$ cat src/rtl/timing_delay_tracker.sv
module timing_delay_tracker #(
  parameter int DW       = 8,
  parameter int M        = 4,
  parameter int DEPTH    = 8,
  parameter int FRAC_W   = 6,
  parameter int INIT_DLY = 4,
  localparam int PW = (M > 1) ? $clog2(M) : 1,
  localparam int AW = (DEPTH > 1) ? $clog2(DEPTH) : 1,
  localparam int EW = FRAC_W + 1,
  localparam int SW = FRAC_W + 2
) (
  input  logic                 clk,
  input  logic                 rst_n,
  input  logic signed [EW-1:0] err_i,
  input  logic        [DW-1:0] din,
  output logic        [DW-1:0] dout,
  output logic        [AW-1:0] delay,
  output logic        [PW-1:0] phase,
  output logic                 step_up,
  output logic                 step_dn
);

  localparam logic signed [SW-1:0] STEP = SW'(1 << FRAC_W);
  localparam logic [AW-1:0] TOP = AW'(DEPTH - 1);

  logic signed [SW-1:0] acc, sum;
  logic                 at_sym, over, under;
  logic [DW-1:0]        sr [DEPTH];

  assign at_sym = (phase == '0);
  assign sum    = acc + {err_i[EW-1], err_i};
  assign over   = sum >= STEP;
  assign under  = sum <= -STEP;
  assign dout   = sr[delay];

  always_ff @(posedge clk or negedge rst_n) begin
    if (!rst_n)                   phase <= '0;
    else if (phase == PW'(M - 1)) phase <= '0;
    else                          phase <= phase + PW'(1);
  end

  always_ff @(posedge clk or negedge rst_n) begin
    if (!rst_n) begin
      acc     <= '0;
      delay   <= AW'(INIT_DLY);
      step_up <= 1'b0;
      step_dn <= 1'b0;
    end else begin
      step_up <= 1'b0;
      step_dn <= 1'b0;
      if (at_sym) begin
        if (over) begin
          acc     <= sum - STEP;
          step_dn <= 1'b1;
          if (delay != '0) delay <= delay - AW'(1);
        end else if (under) begin
          acc     <= sum + STEP;
          step_up <= 1'b1;
          if (delay != TOP) delay <= delay + AW'(1);
        end else begin
          acc <= sum;
        end
      end
    end
  end

  always_ff @(posedge clk or negedge rst_n) begin
    if (!rst_n) begin
      for (int i = 0; i < DEPTH; i++) sr[i] <= '0;
    end else begin
      sr[0] <= din;
      for (int i = 1; i < DEPTH; i++) sr[i] <= sr[i-1];
    end
  end

endmodule


$ cat config.mk
export PLATFORM = sky130hd
export DESIGN_NAME = timing_delay_tracker
export DESIGN_NICKNAME = d
export VERILOG_FILES = /design/src/rtl/timing_delay_tracker.sv
export SDC_FILE = /design/constraint.sdc
export NUM_CORES = 1
export LEC_CHECK = 0
export BUFFER_PORTS_ARGS = -buffer_cell sky130_fd_sc_hd__buf_2
export CAP_MARGIN = 20
export CELL_PAD_IN_SITES_DETAIL_PLACEMENT = 1
export CELL_PAD_IN_SITES_GLOBAL_PLACEMENT = 1
export CORE_AREA = 2 2 84 86
export CTS_CLUSTER_SIZE = 12
export DETAILED_ROUTE_END_ITERATION = 8
export DIE_AREA = 0 0 86 88
export PLACE_DENSITY = 0.82
export REMOVE_ABC_BUFFERS = 1
export SYNTH_ARGS = -nofsm -noshare
export SYNTH_HDL_FRONTEND = slang
export SYNTH_SLANG_ARGS = --single-unit
export TNS_END_PERCENT = 1
$ cat constraint.sdc
create_clock -name clk -period 4.4 [get_ports clk]
set_input_delay 0.22 -clock clk [delete_from_list [all_inputs] [get_ports clk]]
set_output_delay 0.22 -clock clk [all_outputs]
set_load 0.02 [all_outputs]
==> impl_metrics.toml <==
[route]
ant_nets = 0
drt_iter0_drc = 123
vias = 1825
routed_via_density = 5.464
wirelength_um = 5959
drc_errors = 0
wire_per_inst_um = 17.84
first_pass_iters = 4

[timing]
period_share_pct = 79.24
min_period_ps = 3487
fin_ws_ps = 913.3
relSlewSlack_pct = 36.29
finalMaxSlewViolations = 0
hold_viol_final = 0
max_slew.worst_pin.slew_ps = 955.7
setup_viol = 0
fin_worst_skew_ps = 7.331
max_clock_freq_mhz = 286.8
rsz0062_at_grt = "false"
timing.setup.tns_ps = 0

[placed_design]
preCtsSetupSlack_ps = 929.3
portBuffers = 31
finalWeightedCongestion = 0.7705
dpl-instance-area_um2 = 3447
dp_hpwl_um = 3924

[worst_setup_path]
critical_path_required_ps = 4650
start_kind = "flip-flop"
path_class = "flip-flop to flip-flop"
timing.rr.start = "acc[1]"
crit_path_max_fanout = 7
crit_family = "compound AO/OA/AOI/OAI gates"
path_depth = 14
critical-path-slowest-cell = "dfrtp_1"
worst_path_most_repeated_cell = "ha_1"
cp_slowest_stage_delay_ps = 420
setup.worst_path.start = "acc[1]"
rrSetupSlack_ps = 910
crit_buf_inv = 2
r2r_cells = 14
critPathArrivalTime_ps = 3740
critPathCaptureType = "flip-flop"
cp-endpoint = "delay[1]"
rr_endpoint = "delay[1]"
crit_chain = "ha_1 > a211o_1 > a211oi_2 > o21bai_1 > a21oi_1 > xnor2_1 > ha_1 > inv_1 > o31a_4 > clkinv_4 > fa_1 > nand3_1 > o21ai_0 > o2bb2ai_1"

[die]
core_um2 = 6644
start_util_pct = 48.32
dieArea_um2 = 7568
die-height_um = 88
die_width_um = 86
ios = 32
row_count = 30

[layout]
nNetsFinal = 281
final_cell_area_um2 = 3757
diodes = 0
finalCoreUtilization_pct = 56.55
drive_gt1_share_pct = 34.65
area_delta_synth_final_pct = 17.03

[power_and_ir_drop]
peakVddDrop_mv = 0.2522
power_w = 0.002644
power_density_nw_per_um2 = 703.7
p_leak_nw = 1.679

[global_routing]
antenna_found_initial = 0
grt_pass1_wl_um = 10510
grt_overflow = 0
grt_start_max_net_pins = 80
grt_pass1_vias = 2100
grtUsageTotal_pct = 18.58

[clocking]
post-cts-setup-buffers = 0
clk_pin_slew_ps = 90
cts_tree = "done"
cts_max_path_buffers = 2
cts_made_buffers = 9
clock_latency_ps = 360
cts_sinks = 79
htree_levels = 3
cts_root_buffer = "clkbuf_8"
cts_resized = 0

[yosys]
yosysMostFrequentCell = "dfrtp_1"
ys_top_cells_by_count = "dfrtp_1 (78), mux4_2 (16), ha_1 (13)"
synth_top_area_share_pct = 60.80
synth-main-ff-cell = "dfrtp_1"
synth_top_cell_by_area = "dfrtp_1"
synth_area_per_cell_um2 = 15.74
async_flop_share_pct = 100.0
ys_seq_area_share_pct = 61.61
synth_area_leaders = "dfrtp_1 (61%), mux4_2 (11%), ha_1 (5.1%), mux2_2 (3.9%), xnor2_1 (1.6%)"
ys_warn_count = 0
synth_edf_count = 0
netlist_area_um2 = 3211
ys_types = 43
synthCells = 204
synth_seq_cells = 79

[worst_hold_path]
hold_path.class = "input port to async pin"

[run_status]
status = "finished, final reports clean"

[flow_run]
cap_violations = 0
worst min-delay path by stage:
stage / from / endpoint / slack (ps) / depth (start not counted)
after global placement: din[1] / sr[57] / 330 / 1
after global routing: rst_n / sr[61] / 70 / 1
after floorplan: rst_n / acc[0] / -80 / 0
final: rst_n / sr[44] / 10 / 1
after detailed placement: din[6] / sr[62] / 330 / 1
after CTS: rst_n / sr[61] / 40 / 1
routing by layer:
layer  GRT usage, %  share of wire, %  vias up
met5              0                 0        -
met3          6.315               4.0        7
met2          30.30                50       33
met4          5.339              0.77        0
met1          23.95                45      959
li1               -                 -      826
where the power goes:
group          leakage (nW)  internal, W  total [W]  switching [W]
clock network         0.105     0.000269   0.000553       0.000284
registers             0.923     0.000810   0.000905      0.0000955
logic                 0.651     0.000559    0.00119       0.000626
total                  1.68      0.00164    0.00264        0.00101
logic make-up after synthesis:
| logic type | count (synthesis) | synth area share (%) |
|---|---|---|
| multiplexers | 28 | 15.39 |
| XOR/XNOR | 6 | 1.637 |
| AND/OR/NAND/NOR | 29 | 4.794 |
| adder cells (fa/ha/maj) | 15 | 6.314 |
| buffers and inverters | 18 | 2.338 |
| AO/OA/AOI/OAI | 29 | 7.911 |
| flip-flops | 79 | 61.61 |
registers in the layout, indices dropped and copies added, names as in the netlist:
register and count:
step_dn 1, sr 64, phase 2, step_up 1
acc 8, delay 3
placed cells by master (no fill, tap or decap), types with 2 or more instances in the layout:
master and count:
nor3_1 2, clkinv_4 3, clkbuf_8 9, nand3_1 2, buf_2 30, a221o_1 2
o22ai_1 2, a21oi_1 6, o21a_1 2, o221ai_2 2, ha_1 13, mux4_2 16
mux2_2 11, xnor2_1 6, inv_1 10, nor2_1 9, o31ai_1 2, o21ai_0 5
nand2_1 4, buf_4 2, inv_6 3, fa_1 2, dfrtp_1 78, dlygate4sd3_1 8
or3_1 2
cell type report:
cell class              instances  area (um^2)
clock buffers                   9        123.9
clock inverters                 7        78.83
fillers                       632         2887
inverters                      11        46.29
multi-input cells             107         1157
flip-flops and latches         79         1978
well taps                      80        100.1
repair buffers                 41        272.8
metrics by stage:
stage | std cells | hold WS [ps]
after floorplan | 197 | -75.59
after global placement | 309 | 327.7
after detailed placement | 309 | 330.2
after CTS | 333 | 38.34
after global routing | 334 | 65.19
final | 334 | 10.34
what timing repair did:
item,CTS,global route
hold buffers,8,0
endpoints found under the hold margin,8,0
setup endpoints to repair,0,0
Note: power is estimated with default switching activity, not from simulation.
